`src/rtl/mac_pkg.sv`:
```
package mac_pkg;

  typedef enum logic [1:0] {
    ACC_READ  = 2'b00,
    ACC_WRITE = 2'b01,
    ACC_FETCH = 2'b10,
    ACC_RSVD  = 2'b11
  } acc_kind_e;

  localparam int FC_W = 12;

  localparam logic [FC_W-1:0] FC_NONE     = 12'h000;
  localparam logic [FC_W-1:0] FC_RD_MISS  = 12'h040;
  localparam logic [FC_W-1:0] FC_WR_MISS  = 12'h060;
  localparam logic [FC_W-1:0] FC_FIRST_WR = 12'h080;
  localparam logic [FC_W-1:0] FC_RD_PROT  = 12'h0A0;
  localparam logic [FC_W-1:0] FC_WR_PROT  = 12'h0C0;
  localparam logic [FC_W-1:0] FC_RD_ADDR  = 12'h0E0;
  localparam logic [FC_W-1:0] FC_WR_ADDR  = 12'h100;
  localparam logic [FC_W-1:0] FC_MULTI    = 12'h140;

  typedef struct packed {
    logic r;
    logic w;
    logic x;
  } perm_t;

  localparam perm_t PERM_NONE = '{r: 1'b0, w: 1'b0, x: 1'b0};
  localparam perm_t PERM_ALL  = '{r: 1'b1, w: 1'b1, x: 1'b1};

  // extra offset bits above the base page for each page size code
  function automatic int unsigned size_extra(input int unsigned code);
    case (code)
      0:       return 0;
      1:       return 2;
      2:       return 6;
      default: return 10;
    endcase
  endfunction

endpackage

```
`src/rtl/mac_region_dec.sv`:
```
module mac_region_dec #(
  parameter int ADDR_W = 32
) (
  input  logic [ADDR_W-1:0] addr,
  input  logic              priv,
  output logic              fixed_map,
  output logic              strip_top,
  output logic              user_block
);
  localparam logic [2:0] SEG_LOW_A = 3'b100;
  localparam logic [2:0] SEG_LOW_B = 3'b101;
  localparam logic [2:0] SEG_TOP   = 3'b111;

  logic [2:0] seg;
  logic [2:0] sub;
  logic       in_low_pair;
  logic       in_top;
  logic       in_user_win;

  always_comb begin
    seg         = addr[ADDR_W-1 -: 3];
    sub         = addr[ADDR_W-4 -: 3];
    in_low_pair = (seg == SEG_LOW_A) || (seg == SEG_LOW_B);
    in_top      = (seg == SEG_TOP);
    in_user_win = in_top && (sub == 3'b000);
    fixed_map   = in_low_pair || in_top;
    strip_top   = in_low_pair;
    user_block  = fixed_map && !priv && !in_user_win;
  end
endmodule

```
`src/rtl/mac_tlb_eval.sv`:
```
module mac_tlb_eval
  import mac_pkg::*;
#(
  parameter int ADDR_W     = 32,
  parameter int PAGE_SHIFT = 10,
  parameter int SZ_W       = 2
) (
  input  logic [ADDR_W-1:0]              addr,
  input  logic                           is_wr,
  input  logic                           priv,
  input  logic                           hit,
  input  logic                           multi,
  input  logic [ADDR_W-3-PAGE_SHIFT-1:0] ppn,
  input  logic [SZ_W-1:0]                size,
  input  logic [1:0]                     prot,
  input  logic                           dirty,
  output logic [FC_W-1:0]                fault,
  output logic [ADDR_W-1:0]              pa,
  output perm_t                          perm
);
  localparam int PPN_W  = ADDR_W - 3 - PAGE_SHIFT;
  localparam int N_SIZE = 1 << SZ_W;

  logic [ADDR_W-1:0] off_mask [N_SIZE];

  genvar g;
  generate
    for (g = 0; g < N_SIZE; g++) begin : g_mask
      localparam int unsigned SHIFT = PAGE_SHIFT + size_extra(g);
      assign off_mask[g] = (ADDR_W'(1) << SHIFT) - ADDR_W'(1);
    end
  endgenerate

  logic [ADDR_W-1:0] base;
  logic [ADDR_W-1:0] sel_mask;

  always_comb begin
    base     = {3'b000, ppn, {PAGE_SHIFT{1'b0}}};
    sel_mask = off_mask[size];
    fault    = FC_NONE;
    pa       = '0;
    perm     = PERM_NONE;
    if (multi) begin
      fault = FC_MULTI;
    end else if (!hit) begin
      fault = is_wr ? FC_WR_MISS : FC_RD_MISS;
    end else if (!priv && !prot[1]) begin
      fault = is_wr ? FC_WR_PROT : FC_RD_PROT;
    end else if (is_wr && !prot[0]) begin
      fault = FC_WR_PROT;
    end else if (is_wr && !dirty) begin
      fault = FC_FIRST_WR;
    end else begin
      pa     = (base & ~sel_mask) | (addr & sel_mask);
      perm.r = 1'b1;
      perm.x = 1'b1;
      perm.w = prot[0] && dirty;
    end
  end
endmodule

```
`src/rtl/mac_pteh_reg.sv`:
```
module mac_pteh_reg #(
  parameter int ADDR_W     = 32,
  parameter int PAGE_SHIFT = 10,
  parameter int ASID_W     = 8
) (
  input  logic              clk,
  input  logic              rst_n,
  input  logic              we,
  input  logic [ADDR_W-1:0] wdata,
  input  logic              capture,
  input  logic [ADDR_W-1:0] fault_addr,
  output logic [ADDR_W-1:0] q
);
  localparam int VPN_W = ADDR_W - PAGE_SHIFT;
  localparam int PAD_W = PAGE_SHIFT - ASID_W;

  logic [VPN_W-1:0]  vpn_q;
  logic [ASID_W-1:0] asid_q;

  always_ff @(posedge clk or negedge rst_n) begin
    if (!rst_n) begin
      vpn_q  <= '0;
      asid_q <= '0;
    end else if (we) begin
      vpn_q  <= wdata[ADDR_W-1:PAGE_SHIFT];
      asid_q <= wdata[ASID_W-1:0];
    end else if (capture) begin
      vpn_q  <= fault_addr[ADDR_W-1:PAGE_SHIFT];
    end
  end

  assign q = {vpn_q, {PAD_W{1'b0}}, asid_q};
endmodule

```
`src/rtl/mac_addr_check.sv`:
```
module mac_addr_check
  import mac_pkg::*;
#(
  parameter int ADDR_W     = 32,
  parameter int PAGE_SHIFT = 10,
  parameter int ASID_W     = 8,
  parameter int SZ_W       = 2
) (
  input  logic                           clk,
  input  logic                           rst_n,
  input  logic                           acc_valid,
  input  logic [ADDR_W-1:0]              acc_addr,
  input  logic [1:0]                     acc_kind,
  input  logic                           priv_mode,
  input  logic                           xlat_en,
  input  logic                           tlb_hit,
  input  logic                           tlb_multi,
  input  logic [ADDR_W-3-PAGE_SHIFT-1:0] tlb_ppn,
  input  logic [SZ_W-1:0]                tlb_size,
  input  logic [1:0]                     tlb_prot,
  input  logic                           tlb_dirty,
  input  logic                           pteh_we,
  input  logic [ADDR_W-1:0]              pteh_wdata,
  output logic [ADDR_W-1:0]              pa,
  output logic                           pa_valid,
  output logic                           perm_r,
  output logic                           perm_w,
  output logic                           perm_x,
  output logic [11:0]                    fault_code,
  output logic [ADDR_W-1:0]              pteh
);
  localparam logic [ADDR_W-1:0] LOW_MASK = {3'b000, {(ADDR_W-3){1'b1}}};

  acc_kind_e kind;
  logic      is_wr;
  logic      fixed_map;
  logic      strip_top;
  logic      user_block;

  logic [FC_W-1:0]   t_fault;
  logic [ADDR_W-1:0] t_pa;
  perm_t             t_perm;

  logic [FC_W-1:0]   fault_d;
  logic [ADDR_W-1:0] pa_d;
  perm_t             perm_d;
  logic              capture;

  assign kind  = acc_kind_e'(acc_kind);
  assign is_wr = (kind == ACC_WRITE);

  mac_region_dec #(.ADDR_W(ADDR_W)) u_region (
    .addr       (acc_addr),
    .priv       (priv_mode),
    .fixed_map  (fixed_map),
    .strip_top  (strip_top),
    .user_block (user_block)
  );

  mac_tlb_eval #(
    .ADDR_W     (ADDR_W),
    .PAGE_SHIFT (PAGE_SHIFT),
    .SZ_W       (SZ_W)
  ) u_tlb_eval (
    .addr  (acc_addr),
    .is_wr (is_wr),
    .priv  (priv_mode),
    .hit   (tlb_hit),
    .multi (tlb_multi),
    .ppn   (tlb_ppn),
    .size  (tlb_size),
    .prot  (tlb_prot),
    .dirty (tlb_dirty),
    .fault (t_fault),
    .pa    (t_pa),
    .perm  (t_perm)
  );

  always_comb begin
    fault_d = FC_NONE;
    pa_d    = '0;
    perm_d  = PERM_NONE;
    if (acc_valid) begin
      if (user_block) begin
        fault_d = is_wr ? FC_WR_ADDR : FC_RD_ADDR;
      end else if (fixed_map) begin
        pa_d   = strip_top ? (acc_addr & LOW_MASK) : acc_addr;
        perm_d = PERM_ALL;
      end else if (!xlat_en) begin
        pa_d   = acc_addr & LOW_MASK;
        perm_d = PERM_ALL;
      end else begin
        fault_d = t_fault;
        pa_d    = t_pa;
        perm_d  = t_perm;
      end
    end
  end

  assign fault_code = fault_d;
  assign pa         = pa_d;
  assign perm_r     = perm_d.r;
  assign perm_w     = perm_d.w;
  assign perm_x     = perm_d.x;
  assign pa_valid   = acc_valid && (fault_d == FC_NONE);
  assign capture    = acc_valid && (fault_d != FC_NONE) && (fault_d != FC_MULTI);

  mac_pteh_reg #(
    .ADDR_W     (ADDR_W),
    .PAGE_SHIFT (PAGE_SHIFT),
    .ASID_W     (ASID_W)
  ) u_pteh (
    .clk        (clk),
    .rst_n      (rst_n),
    .we         (pteh_we),
    .wdata      (pteh_wdata),
    .capture    (capture),
    .fault_addr (acc_addr),
    .q          (pteh)
  );
endmodule

```
`config.mk`:
```
export PLATFORM = sky130hd
export DESIGN_NAME = mac_addr_check
export DESIGN_NICKNAME = d
export VERILOG_FILES = /design/src/rtl/mac_pkg.sv /design/src/rtl/mac_region_dec.sv /design/src/rtl/mac_tlb_eval.sv /design/src/rtl/mac_pteh_reg.sv /design/src/rtl/mac_addr_check.sv
export SDC_FILE = /design/constraint.sdc
export NUM_CORES = 1
export LEC_CHECK = 0
export CORE_ASPECT_RATIO = 0.8
export CORE_MARGIN = 8
export CORE_UTILIZATION = 30
export DETAILED_ROUTE_END_ITERATION = 8
export GPL_ROUTABILITY_DRIVEN = 0
export HOLD_SLACK_MARGIN = 0.12
export PLACE_DENSITY = 0.68
export SLEW_MARGIN = 0
export SYNTH_ARGS = -nofsm -noshare
export SYNTH_HDL_FRONTEND = slang
export SYNTH_HIERARCHICAL = 1
export SYNTH_SLANG_ARGS = --single-unit
```
`constraint.sdc`:
```
create_clock -name clk -period 4.1 [get_ports clk]
set_input_delay 1.23 -clock clk [delete_from_list [all_inputs] [get_ports clk]]
set_output_delay 1.23 -clock clk [all_outputs]
set_load 0.005 [all_outputs]
```
After elaboration in Yosys (flattened, before gate mapping)
Index checks and enable logic that the tools add are counted.

Bits of input ports: 98. Register bits: 30.

Bitwise gates (word level): 5. Order comparisons: 1. Mux-type cells: 36. Reduce and logical (&&, ||, !) cells: 21. Equality and inequality tests: 5.

Operator list (count): $mux 32 (12); $mux 12 (8); $bmux 32 s2 (1); $mux 22 (2); $and 29x32->32 (1); $and 32x32->32 (1); $not 32->32 (1); $or 32x32->32 (1); $mux 3 (9); $logic_not 12->1 (1); $ne 12x9->1 const B (1); $reduce_bool 12->1 (1); $logic_and 1x1->1 (10); $eq 3x3->1 const B (3); $mux 9 (1); $mux 8 (1); $mux 7 (1); $mux 6 (1); $logic_not 1->1 (5); $ge 3x3->1 const B (1); $logic_not 3->1 (1); $not 2->3 (1); $eq 2x1->1 const B (1); $logic_or 1x1->1 (2); $reduce_bool 2->1 (1).

Logic depth before layout (Yosys ltp)
Gate-level depths: netlist of the first run.

Depth after elaboration: 16. Mapped depth: 12. Mapped depth without buffers: 8.

Cells and area by module
Netlist of the first run, hierarchy kept.

By module, submodules not included: mac_pteh_reg (sequential area each 750.7 um^2, area an instance 1382.6 um^2, instances 1, cells each 116); mac_addr_check (sequential area each 0.0 um^2, area an instance 718.2 um^2, instances 1, cells each 148); mac_tlb_eval (sequential area each 0.0 um^2, area an instance 683.2 um^2, instances 1, cells each 101); mac_region_dec (sequential area each 0.0 um^2, area an instance 52.6 um^2, instances 1, cells each 6).

Least setup slack after synthesis of the first run
OpenSTA, ideal clock, no wires.

Path kind: input -> output. From: in acc_kind[0]. To: out pa_valid. Arrival time: 2.582 ns. Path buffers: 1. Setup slack: 0.288 ns. Data required time: 2.870 ns. Cell stages on the path: 7. Path through: nor2b_1 a21boi_2 buf_2 o21ba_2 or2_2 a21oi_1 o2111a_1.

Word-level cells in the longest chain between the ends: 13.

Ends and longest elaborated chain: from (decl) (line mac_addr_check.sv:13) `input logic [1:0] acc_kind,`; $eq 2x1->1 * (line mac_addr_check.sv:50) `assign is_wr = (kind == ACC_WRITE);`; $logic_and 1x1->1 (line mac_tlb_eval.sv:51) `end else if (is_wr && !dirty) begin`; $mux 8 (line mac_tlb_eval.sv:51); $mux 12 * (line mac_tlb_eval.sv:49) `end else if (is_wr && !prot[0]) begin`; $mux 12 * (line mac_tlb_eval.sv:47) `end else if (!priv && !prot[1]) begin`; $mux 12 * (line mac_tlb_eval.sv:45) `end else if (!hit) begin`; $mux 12 * (line mac_tlb_eval.sv:43) `if (multi) begin`; via t_fault[7] (line mac_addr_check.sv:40) `logic [FC_W-1:0] t_fault;`; $mux 12 * (line mac_addr_check.sv:89) `end else if (!xlat_en) begin`; $mux 12 * (line mac_addr_check.sv:86) `end else if (fixed_map) begin`; $mux 12 * (line mac_addr_check.sv:84) `if (user_block) begin`; $mux 12 * (line mac_addr_check.sv:83) `if (acc_valid) begin`; $logic_not 12->1 * (line mac_addr_check.sv:105) `assign pa_valid = acc_valid && (fault_d == FC_NONE);`; $logic_and 1x1->1 * (line mac_addr_check.sv:105); to (decl) (line mac_addr_check.sv:25) `output logic pa_valid,`.

The timed path passes the listed nets; every way through them passes the cells marked *.

Worst setup path after layout of the first run
From: in tlb_multi. To: out pa[18].

Word-level cells in the longest chain between the ends: 5.

Ends and longest elaborated chain: from (decl) (line mac_addr_check.sv:17) `input logic tlb_multi,`; $mux 32 (line mac_tlb_eval.sv:43); via t_pa[18] (line mac_addr_check.sv:41) `logic [ADDR_W-1:0] t_pa;`; $mux 32 (line mac_addr_check.sv:89); $mux 32 (line mac_addr_check.sv:86); $mux 32 (line mac_addr_check.sv:84); $mux 32 (line mac_addr_check.sv:83); to (decl) (line mac_addr_check.sv:24) `output logic [ADDR_W-1:0] pa,`.

The timed path passes the listed nets, and every way through them passes these cells.

==> metrics, run 1 <==
status finished, final reports clean; global-route usage over all layers 17.4%; routed vias/inst 4.90; H-tree depth 2; Final ANT Viol Nets 0; fmax 246 MHz; flops & latches, synth 30; Leak around 2.3 nW; Worst Setup Slack, final 0.0319 ns; Synth Flop Type dfrtp_1; Setup Skew 0 ns; Slew HR 35.7%; Routed WL 11.9 mm; Tmin final 4.07 ns; drc violations 0; area grow syn2layout 81.2%; ratio of cells with drive above 1 in the final layout approximately 28%; Syn. warnings 6; routed len/inst 17.5 um; Maximum Capacitance Violations 0; Clock Tree Root clkbuf_16; vias in the first global route roughly 3400; CTS buffer count 5; post-synthesis sequential area ratio about a quarter; Pins Over Slew Limit 0; Final Hold Fails 0; Initial Utilization 31.1%; top cells by count, synth nand2_1 (82), a21oi_1 (36), dfrtp_1 (30); synthesized cell area between 2000 and 3000 um2; Die W 125 um; Die Ht just over 100 um; final setup violation count 0; CTS tree done; most numerous cell in the Yosys netlist nand2_1; final worst-path cycle share 99.2%; area fraction of the dominant cell type after synthesis 26.5%; n_diodes 0; DP HPWL 8.93 mm; post-place setup slack -0.551 ns; worst slew pin tran just under 1 ns; min-delay src u_pteh/asid_q[6]; cell count after synthesis 371; first-pass GRT wire length 18.2 mm; worst vdd ir roughly 0.15 mV; global route total overflow 0; initial detailed-routing violation count 149; distinct cell type count of the synthesized netlist 41; port bufs 165; Critical path origin tlb_multi; Clock Path Buffers 2; Comb pwr share 42.1%; power density cells 238 nW/um2; Crit Path Category in -> out; antenna violations before repair 0; Clock Sinks 30; Reg2Reg Depth 2; WHS Path Cells 1; worst r2r dst u_pteh/vpn_q[19]; Hold Crit Class reg -> reg; die footprint between 10000 and 15000 um2; Worst Path Arrival roughly 2.8 ns; Nets 663; CP endpoint kind output port; critical-path maximum fanout 16; Ports roughly 180; internal power 869 uW; Seq pwr share between 20 and 30%; FF-to-FF Start u_pteh/vpn_q[19]; clock share of power 29.5%; via count 3335; internal reg-to-reg setup slack 3.33 ns; largest net degree at the start of global routing 53; post-cts hold buffer count 0; worst hold slack between 0.5 and 0.6 ns; # rows 31; fraction of registers with async set/reset between 90% and 100%; Post-synth EDFFs 0; Worst setup SP type input port; RSZ-0062 raised after global routing true; Area contributors post-synth dfrtp_1 (26%), nand2_1 (11%), mux2i_1 (9.2%); core area 9110 um2; post-layout util between 50% and 60%; worst endpoint required time 2.87 ns; Avg Synthesized Cell Area approximately 7.6 um2; Hold EP u_pteh/asid_q[6]; Initial DRT Pass Iterations 4; switching share of power 29.1%; switching pwr 357 uW; clk slew on worst S/H paths 0.05 ns; Clk Latency, worst-skew pair between 0.2 and 0.3 ns; most area-hungry cell type in the Yosys netlist dfrtp_1
[worst max-delay path: stages]
cell and delay (ns):
clkdlybuf4s50_1 0.43, nand2b_4 0.19, buf_12 0.17, a2111oi_2 0.34
nand2_1 0.09, a21oi_1 0.15, clkdlybuf4s15_2 0.23
[power groups by stage]
stage	combinational [mW]	clock, mW	sequential (mW)
after floorplan	0.207	0	0.353
after global placement	0.487	0	0.350
after detailed placement	0.494	0	0.352
after CTS	0.509	0.372	0.348
after global routing	0.559	0.386	0.351
final	0.516	0.362	0.348
[sequential cells by signal, indices dropped and copies added, names as in the netlist]
signal         cells
u_pteh/asid_q      8
u_pteh/vpn_q      22
[metal layers]
metal	global-route usage (%)	routed length, um	vias to the layer above
li1	-	-	1646
met1	21.6	5390	1563
met2	29.8	5650	117
met3	4.88	773	9
met4	3.79	125	0
met5	0	0	-
[cell type report]
class	count	area, um2
fillers	859	3980
repair buffers	225	2130
multi-input cells	282	1890
flip-flops and latches	30	751
well taps	115	144
clock buffers	7	143
inverters	21	78.8
clock inverters	1	5.00
[placed cells by master (no fill, tap or decap), types with 4 or more instances in the layout]
cell type / Yosys / final
clkdlybuf4s50_1: 0 / 111
nand2_1: 82 / 81
buf_4: 17 / 45
dfrtp_1: 30 / 30
a21oi_1: 36 / 26
buf_2: 24 / 26
mux2i_1: 26 / 26
inv_1: 21 / 20
nor4_1: 25 / 19
o21ai_1: 19 / 19
conb_1: 2 / 13
dlygate4sd2_1: 0 / 12
nor2_1: 14 / 11
a21oi_2: 0 / 9
and3_1: 8 / 8
buf_12: 0 / 8
clkdlybuf4s15_1: 0 / 7
clkbuf_16: 0 / 6
mux2_4: 6 / 6
a2111oi_2: 6 / 6
clkdlybuf4s15_2: 0 / 5
nor4_2: 1 / 5
o21ai_0: 4 / 4
clkbuf_2: 0 / 4
nand3_1: 4 / 4
a21bo_2: 4 / 4
[stage by stage]
stage	power, mW	cells	cell area, um2	setup TNS, ns
floorplan	0.560	382	2880	0
global placement	0.837	660	4790	-16.53
detailed placement	0.846	660	4790	-16.07
CTS	1.23	679	5050	0
global route	1.30	681	5140	-0.0380
finish	1.23	681	5140	0
[cell families (layout without fill, tap and decap cells)]
family	after synthesis	in the layout	share of synthesized area, %
xor gates and xnor gates	1	1	0.309
buffers and inverters	70	254	14.7
AOI/OAI and AO/OA	82	82	19.1
other	2	13	0.265
muxes	34	34	13.1
and+or+nand+nor	152	152	26.0
DFF	30	30	26.5
[how the worst max path moves through the flow]
stage / to / cells after the start
floorplan: pa_valid / 7
global placement: pa_valid / 8
detailed placement: pa_valid / 8
CTS: pa_valid / 8
global route: pa_valid / 8
finish: pa[18] / 7
[timing repair]
| action | CTS | global route |
|---|---|---|
| pin swaps | 7 | 4 |
| setup endpoints to repair | 40 | 40 |
| endpoints found under the hold margin | 0 | 0 |
| resized for setup | 170 | 19 |
| buffers inserted | 8 | 1 |
| cloned | 3 | 1 |
No activity file was read; power rests on OpenSTA's default activity.
==> run 2, diff against run 1 <==
REMOVE_ABC_BUFFERS = 1   (was default)
==> metrics, run 2 (same netlist as run 1, synthesis figures left out) <==
status finished, final reports clean; Worst setup SP type input port; port bufs 165; RSZ-0062 raised after global routing true; Slew HR 37.2%; Routed WL approximately 12 mm; clk slew on worst S/H paths 0.06 ns; Crit Path Category in -> out; final setup violation count 0; CP Cell Sequence dlygate4sd2_1 > nor2b_4 > or4b_4 > a21oi_2 > or2_2 > a21oi_2 > o2111a_1 > buf_2; Clock Tree Root clkbuf_16; Post-DP Area 4780 um2; WHS Path Cells 1; die footprint 12800 um2; ratio of cells with drive above 1 in the final layout 22.4%; Reg2Reg Depth 2; Largest regs u_pteh/vpn_q: 22 flops, u_pteh/asid_q: 8 flops; Nets 654; worst slew pin tran 0.941 ns; antenna violations before repair 0; Clock Sinks 30; area grow syn2layout 82.9%; min-delay src u_pteh/asid_q[2]; worst endpoint required time 2.87 ns; critical-path maximum fanout 3; largest net degree at the start of global routing 53; FF-to-FF Start u_pteh/vpn_q[2]; Final Hold Fails 0; CP endpoint kind output port; global-route usage over all layers 17.6%; Setup Skew 0 ns; CTS tree done; Hold EP u_pteh/asid_q[2]; vias in the first global route 3422; global route total overflow 0; routed vias/inst 4.89; Die Ht between 100 and 150 um; Hold Crit Class reg -> reg; cell count after placement 655; internal reg-to-reg setup slack between 3 and 4 ns; Worst Path Arrival between 2 and 3 ns; slowest stage cell, crit path or4b_4; first-pass GRT wire length 18.4 mm; H-tree depth 2; Pins Over Slew Limit 0; initial detailed-routing violation count 161; Final ANT Viol Nets 0; Die W 125 um; Setup TNS 0 ns; DP HPWL about 9 mm; via count 3285; most frequent cells in the layout clkdlybuf4s50_1 (108), nand2_1 (81), buf_4 (37); Initial DRT Pass Iterations 4; # rows 31; Initial Utilization 31.1%; worst vdd ir about 0.15 mV; largest register by flop count u_pteh/vpn_q; Maximum Capacitance Violations 0; most frequent CP cell a21oi_2; post-layout util between 50% and 60%; Final Cell Area 5190 um2; worst r2r dst u_pteh/vpn_q[2]; worst stage delay on the critical path 0.51 ns; core area 9110 um2; Leak 2.28 nW; CP bufs+invs 2; CTS buffer count 5; most common cell after layout, fill and taps aside clkdlybuf4s50_1; fmax 247 MHz; non-filler cells, final around 670; number of flip-flops under the largest register name 22; Tmin final 4.05 ns; Clk Latency, worst-skew pair 0.27 ns; Clock Path Buffers 2; drc violations 0; cell family with most CP delay simple AND/OR/NAND/NOR gates; n_diodes 0; power density cells 236 nW/um2; routed len/inst 17.8 um; final worst-path cycle share 98.9%; Ports 178
-- run 2: what timing repair did --
item / in CTS / in global routing
setup endpoints to repair: 40 / 40
hold buffers: 0 / 0
cloned: 1 / 2
setup buffers: 6 / 0
pin swaps: 4 / 7
gates resized for setup: 109 / 33
-- run 2: layer usage --
layer	track usage (%)	share of wire (%)	up-vias
met3	6.83	9.1	6
met2	29.5	48	117
li1	-	-	1624
met5	0	0	-
met1	21.5	42	1538
met4	2.49	0.65	0
-- run 2: area by class of cell --
cell class	count	area, um2
sequential	30	751
clock inverter	3	21.3
clock buffer	5	125
multi-input combinational	282	1930
inverter	21	78.8
fill	839	3930
timing repair buffer	216	2140
tap	115	144
-- run 2: through the flow --
step,total power [mW],hold WS (ns),setup WS [ns]
6_report,1.23,0.514,0.0454
5_1_grt,1.30,0.530,-0.000959
4_1_cts,1.22,0.519,-0.0300
3_5_place_dp,0.848,0.496,-0.537
3_3_place_gp,0.837,0.491,-0.537
2_1_floorplan,0.518,0.505,-1.12
-- run 2: how the worst max path moves through the flow --
| stage | from | to | slack [ns] | cells past startpoint |
|---|---|---|---|---|
| after floorplan | acc_addr[31] | u_pteh/vpn_q[2] | -1.12 | 6 |
| after global placement | acc_kind[0] | pa_valid | -0.54 | 8 |
| after detailed placement | acc_kind[0] | pa_valid | -0.54 | 8 |
| after CTS | tlb_multi | pa[11] | -0.03 | 7 |
| after global routing | tlb_multi | pa[17] | -0.001 | 7 |
| final | acc_kind[0] | pa_valid | 0.05 | 8 |
-- run 2: report_power, final --
group	internal, mW	total, mW	switching (mW)	leakage [nW]
clock network	0.224	0.362	0.138	0.0698
logic	0.296	0.516	0.220	1.85
registers	0.329	0.347	0.0183	0.359
